[src/rtl/cap_pkg.sv]
// Shared widths and helpers for the prescaled capture timer.
// Assumes: divide value is 7 bits; minimum legal divide is 2.
package cap_pkg;
    localparam int DIV_W   = 7;
    localparam int DIV_MIN = 2;
    typedef logic [DIV_W-1:0] div_t;

    // Clamp a divide request to the legal lower limit.
    function automatic div_t clamp_div(input div_t v);
        return (v < div_t'(DIV_MIN)) ? div_t'(DIV_MIN) : v;
    endfunction
endpackage

[src/rtl/cap_timer_core.sv]
// Free-running timestamp counter.
// Assumes: wraps at 2**CNT_W; cleared by synchronous active-low reset.
module cap_timer_core #(
    parameter int CNT_W = 16
) (
    input  logic             clk,
    input  logic             rst_n,
    output logic [CNT_W-1:0] count
);
    // Advance the counter every cycle.
    always_ff @(posedge clk) begin
        if (!rst_n) count <= '0;
        else        count <= count + 1'b1;
    end
endmodule

[src/rtl/cap_event_div.sv]
// Rising-edge detector and event divider. Emits one fire pulse on
// every Nth rising edge of cap_in.
// Assumes: cap_in is synchronous to clk; a divide write wins over an
// event in the same cycle.
module cap_event_div
    import cap_pkg::*;
(
    input  logic clk,
    input  logic rst_n,
    input  logic cap_in,
    input  logic div_wr,
    input  div_t div_val,
    output logic fire
);
    logic cap_d;
    div_t n_q;
    div_t ev_cnt;
    logic edge_seen;

    assign edge_seen = cap_in && !cap_d;
    assign fire      = edge_seen && !div_wr && (ev_cnt == n_q - 1'b1);

    // Delay cap_in by one cycle for edge detection.
    always_ff @(posedge clk) begin
        if (!rst_n) cap_d <= 1'b1;
        else        cap_d <= cap_in;
    end

    // Hold the clamped divide value.
    always_ff @(posedge clk) begin
        if (!rst_n)      n_q <= div_t'(DIV_MIN);
        else if (div_wr) n_q <= clamp_div(div_val);
    end

    // Count events, restarting on a store or a divide write.
    always_ff @(posedge clk) begin
        if (!rst_n || div_wr) ev_cnt <= '0;
        else if (fire)        ev_cnt <= '0;
        else if (edge_seen)   ev_cnt <= ev_cnt + 1'b1;
    end
endmodule

[src/rtl/cap_fifo.sv]
// Shallow first-word-fall-through queue of timestamps with a sticky
// overflow flag.
// Assumes: DEPTH >= 2; a push into a full queue is accepted only if a
// pop happens in the same cycle.
module cap_fifo #(
    parameter int W     = 16,
    parameter int DEPTH = 4
) (
    input  logic             clk,
    input  logic             rst_n,
    input  logic             push,
    input  logic [W-1:0]     wdata,
    input  logic             pop,
    output logic [W-1:0]     rdata,
    output logic [$clog2(DEPTH+1)-1:0] level,
    output logic             ovf
);
    localparam int PTR_W = $clog2(DEPTH);
    localparam int LVL_W = $clog2(DEPTH+1);

    logic [W-1:0]     mem [DEPTH];
    logic [PTR_W-1:0] wr_ptr, rd_ptr;
    logic             full, pop_ok, push_ok;

    assign full    = (level == LVL_W'(DEPTH));
    assign pop_ok  = pop && (level != '0);
    assign push_ok = push && (!full || pop_ok);
    assign rdata   = mem[rd_ptr];

    // Pointer step with wrap at DEPTH.
    function automatic logic [PTR_W-1:0] step(input logic [PTR_W-1:0] p);
        return (p == PTR_W'(DEPTH-1)) ? '0 : p + 1'b1;
    endfunction

    // Store accepted timestamps.
    always_ff @(posedge clk) begin
        if (push_ok) mem[wr_ptr] <= wdata;
    end

    // Move pointers and track fill level.
    always_ff @(posedge clk) begin
        if (!rst_n) begin
            wr_ptr <= '0;
            rd_ptr <= '0;
            level  <= '0;
        end else begin
            if (push_ok) wr_ptr <= step(wr_ptr);
            if (pop_ok)  rd_ptr <= step(rd_ptr);
            if (push_ok && !pop_ok)      level <= level + 1'b1;
            else if (pop_ok && !push_ok) level <= level - 1'b1;
        end
    end

    // Latch overflow when a store is dropped.
    always_ff @(posedge clk) begin
        if (!rst_n)               ovf <= 1'b0;
        else if (push && !push_ok) ovf <= 1'b1;
    end
endmodule

[src/rtl/cap_prescale_timer.sv]
// Top: timer, event divider, timestamp queue and threshold interrupt.
// Assumes: inputs synchronous to clk; irq_thr 0 disables the interrupt,
// values above DEPTH act as DEPTH.
module cap_prescale_timer
    import cap_pkg::*;
#(
    parameter int CNT_W = 16,
    parameter int DEPTH = 4,
    localparam int LVL_W = $clog2(DEPTH+1)
) (
    input  logic             clk,
    input  logic             rst_n,
    input  logic             cap_in,
    input  logic             div_wr,
    input  logic [DIV_W-1:0] div_val,
    input  logic [LVL_W-1:0] irq_thr,
    input  logic             rd_en,
    output logic [CNT_W-1:0] rd_data,
    output logic             rd_valid,
    output logic [LVL_W-1:0] fifo_level,
    output logic             irq,
    output logic             ovf
);
    logic [CNT_W-1:0] timer_q;
    logic             fire;
    logic [LVL_W-1:0] thr_eff;

    cap_timer_core #(.CNT_W(CNT_W)) timer_i (
        .clk(clk), .rst_n(rst_n), .count(timer_q)
    );

    cap_event_div div_i (
        .clk(clk), .rst_n(rst_n), .cap_in(cap_in),
        .div_wr(div_wr), .div_val(div_val), .fire(fire)
    );

    cap_fifo #(.W(CNT_W), .DEPTH(DEPTH)) fifo_i (
        .clk(clk), .rst_n(rst_n), .push(fire), .wdata(timer_q),
        .pop(rd_en), .rdata(rd_data), .level(fifo_level), .ovf(ovf)
    );

    // Limit the threshold to the queue depth and compare with the level.
    always_comb begin
        thr_eff  = (irq_thr > LVL_W'(DEPTH)) ? LVL_W'(DEPTH) : irq_thr;
        irq      = (thr_eff != '0) && (fifo_level >= thr_eff);
        rd_valid = (fifo_level != '0);
    end
endmodule

[config.mk]
export PLATFORM = sky130hd
export DESIGN_NAME = cap_prescale_timer
export DESIGN_NICKNAME = d
export VERILOG_FILES = /design/src/rtl/cap_pkg.sv /design/src/rtl/cap_timer_core.sv /design/src/rtl/cap_event_div.sv /design/src/rtl/cap_fifo.sv /design/src/rtl/cap_prescale_timer.sv
export SDC_FILE = /design/constraint.sdc
export NUM_CORES = 1
export LEC_CHECK = 0
export CORE_MARGIN = 2
export CORE_UTILIZATION = 30
export CTS_BUF_LIST = sky130_fd_sc_hd__clkbuf_2 sky130_fd_sc_hd__clkbuf_4 sky130_fd_sc_hd__clkbuf_8
export CTS_CLUSTER_DIAMETER = 80
export DETAILED_ROUTE_END_ITERATION = 10
export PLACE_DENSITY = 0.46
export SYNTH_ARGS = -nofsm -noshare
export SYNTH_HDL_FRONTEND = slang
export SYNTH_SLANG_ARGS = --single-unit
[constraint.sdc]
create_clock -name clk -period 3.2 [get_ports clk]
set_clock_uncertainty 0.1 [all_clocks]
set_input_delay 0.8 -clock clk [delete_from_list [all_inputs] [get_ports clk]]
set_output_delay 0.8 -clock clk [all_outputs]
set_load 0.01 [all_outputs]
==> key figures, run 1 <==
Finish
  • Final Instance Area: between 5000 and 6000 um^2
  • Share of cells above drive strength 1: 0.1505
  • Inserted Diodes: 0
  • Most frequent cells in the layout: edfxtp_1, dfxtp_1, clkdlybuf4s50_1, nor2_1, xor2_1
  • Area of the multi-input gates: between 1500 and 2000 um^2
  • Area growth, synth to finish: 20.86%
  • Register area: 2743 um^2
  • FILL cells: 1415
  • Most common cell after layout, fill and taps aside: edfxtp_1
  • Util after Layout: 0.3678
  • # nets final: 395

Critical path
  • Crit Path Class: in -> out
  • Startpoint types: primary input
  • CP Max Fanout: 2
  • Largest stage delay on the critical path: 0.46 ns
  • Critical path, cell by cell: clkdlybuf4s50_1 > nor2b_1 > ha_1 > nand2b_1 > a21o_1 > a21oi_2 > nor2_1 > buf_2
  • Critical Path RT: 2.30 ns
  • Arrival time worst endpoint: 2.23 ns
  • Nature of the critical path endpoint: primary output
  • Crit-path slowest cell: clkdlybuf4s50_1

Drt
  • DRC violations left: 0
  • Vias per cell: between 4 and 5
  • Post-route antenna net violation count: 0
  • Vias post-DR: 2552
  • Drt pass-1 iters: 6
  • Detailed Route WL: 8383 um
  • Drt initial violations: 109
  • Drt wl/cell: approximately 15 um

Floorplanning
  • Die area: 15560 um^2
  • FP Rows: 44
  • Die width: 124.7 um
  • DIE HEIGHT: 124.7 um
  • # IOs: 37
  • Starting Density: 0.3043
  • Core Region: 14370 um^2

Synthesis
  • Netlist cell types: 40
  • Yosys Warn Count: 0
  • Register area share after synthesis: 0.6272
  • Post-synthesis cell area: approximately 4400 um^2
  • Mapped Nets: between 300 and 400
  • Mapped Cells: ~310
  • Synthesized area per cell: 13.97 um^2
  • Flops & latches, synth: 105

Place
  • RD Place Congestion: 0.7320
  • DPL Wire Length: ~5500 um
  • Placed inst area: 5090 um^2
  • IO Port Bufs: 36

CTS
  • CTS Hold Bufs: 0
  • CTS tree: built
  • Clock root buffer: clkbuf_8
  • CTS clk-pin slew, worst paths: 0.11 ns
  • CTS Buf Count: 9
  • CTS max path bufs: 2
  • Skew-Pair Late Insertion Delay: 0.38 ns
  • H-tree depth: 3
  • Clk sinks: approximately 110

Global route
  • Gr usage total: 0.1147
  • Global-route wire length before repair: 13730 um
  • Initial antenna violation count: 0
  • Remaining Overflow, GRT: 0
  • Largest net degree at the start of global routing: 21
  • Number of global-route vias before repair: 2610

Power and ir drop
  • Leak: 1.823 nW
  • Pwr/cell area: 569.1 nW/um^2
  • Total power draw: ~3 mW
  • Peak supply drop: between 0.0002 and 0.00025 V

STA
  • Final hold violations: 0
  • RSZ-0062 raised after global routing: false
  • Final setup fails: 0
  • Hold Worst Slack: 0.3668 ns
  • Post-route clock period utilization: 0.9770
  • Total negative slack: 0 ns
  • Crit path time final: 3.126 ns
  • Worst-margin pin slew: 0.4881 ns
  • Final Max Slew Viols: 0
  • Fmax achieved: 319.9 MHz
  • Worst slew margin: 0.6739

Min path
  • Worst Hold Class: reg -> reg

Flow run
  • Max_cap viols: 0

Outcome
  • Outcome: finished, final reports clean
power breakdown:
part | total, mW | internal, mW | switching (mW)
Sequential | 1.51 | 1.46 | 0.0488
Combinational | 0.724 | 0.410 | 0.314
Clock | 0.772 | 0.303 | 0.469
Total | 3.01 | 2.18 | 0.831
metal layers:
metal	vias to the layer above	GRT usage	share of wire
met5	-	0	0
met4	0	0.03173	0.012
met3	8	0.03952	0.035
met2	30	0.1948	0.49
met1	1249	0.1387	0.46
li1	1265	-	-
synthesized netlist by cell type (all sizes together):
cell    instances  share of area
edfxtp         64           0.44
dfxtp          41           0.19
nor2           34          0.029
xor2           20          0.040
mux4           16          0.082
nand4          14          0.023
nand2          13          0.011
ha             12          0.034
xnor2          11          0.022
a21oi           9          0.010
clkbuf          8         0.0069
inv             8         0.0069
and2            6         0.0086
mux2i           6          0.014
nand3           6         0.0069
nor3            6         0.0094
o21ai           4         0.0054
a21o            3         0.0051
and3            3         0.0043
and4            3         0.0060
buf             3         0.0031
nand2b          3         0.0060
nor2b           3         0.0043
o31ai           3         0.0051
or3             3         0.0043
nor3b           2         0.0034
or4             2         0.0043
and4b           1         0.0023
fa              1         0.0046
nand4b          1         0.0020
nor4            1         0.0014
nor4b           1         0.0020
o311ai          1         0.0020
or2b            1         0.0017
stage by stage:
stage | instances | setup slack (ns)
final | 556 | 0.07375
after global routing | 556 | 0.01285
after global placement | 538 | -0.3139
after floorplan | 313 | 0.2803
after detailed placement | 538 | -0.3935
after CTS | 554 | 0.02010
cell families after synthesis:
kind of cell | count (synthesis) | share of synthesized area
AND/OR/NAND/NOR | 103 | 0.1308
AO/OA/AOI/OAI | 20 | 0.02804
adder cells (fa/ha/maj) | 13 | 0.03891
buffers and inverters | 19 | 0.01688
multiplexers | 22 | 0.09614
flip-flops | 105 | 0.6272
XOR/XNOR | 31 | 0.06209
path summary, 6_finish.rpt:
check,slack [ns],cells after the start,end,start
setup reg to reg,0.26,12,fifo_i.level[2]$_SDFFE_PN0P_,div_i.n_q[1]$_SDFFE_PN1P_
hold / removal,0.37,2,fifo_i.ovf$_SDFFE_PN0P_,fifo_i.ovf$_SDFFE_PN0P_
setup / recovery,0.07,8,irq,irq_thr[0]
hold reg to reg,0.37,2,fifo_i.ovf$_SDFFE_PN0P_,fifo_i.ovf$_SDFFE_PN0P_
registers in the layout, indices dropped and copies added (netlist names), named ones only:
signal and flops:
div_i.cap_d 1, timer_i.count 16, fifo_i.level 3, div_i.ev_cnt 7
fifo_i.rd_ptr 2, fifo_i.mem 64, fifo_i.wr_ptr 2, fifo_i.ovf 1
div_i.n_q 7
timing repair:
| item | in CTS | in global routing |
|---|---|---|
| setup buffers | 0 | 2 |
| gates resized for setup | 4 | 1 |
| endpoints found under the setup margin | 1 | 2 |
| endpoints found under the hold margin | 0 | 0 |
| pin swaps | 1 | 1 |
| cloned | 0 | 0 |
worst max-delay path: cells and delay by family:
kind                     cells  cell delay (ns)
buffers and inverters        2             0.59
adder cells (fa/ha/maj)      1             0.23
AO/OA/AOI/OAI                2             0.28
AND/OR/NAND/NOR              3             0.32
cell type report:
class                      count  area share
inverter                       8    0.005682
sequential                   105      0.5189
tap                          184     0.04356
multi-input combinational    189      0.2952
clock inverter                 6    0.009470
timing repair buffer          54      0.1023
clock buffer                  10     0.02486
(Power assumes the default switching activity.)
==> run 2: changes to the inputs <==
Settings changed: CTS_BUF_LIST sky130_fd_sc_hd__clkbuf_2 sky130_fd_sc_hd__clkbuf_4 sky130_fd_sc_hd__clkbuf_8 to sky130_fd_sc_hd__clkbuf_4 sky130_fd_sc_hd__clkbuf_8, SLEW_MARGIN from default to 20, TNS_END_PERCENT from default to 5.
==> results of run 2 <==
No change in the layout: final DEF, timing and power equal those of run 1.
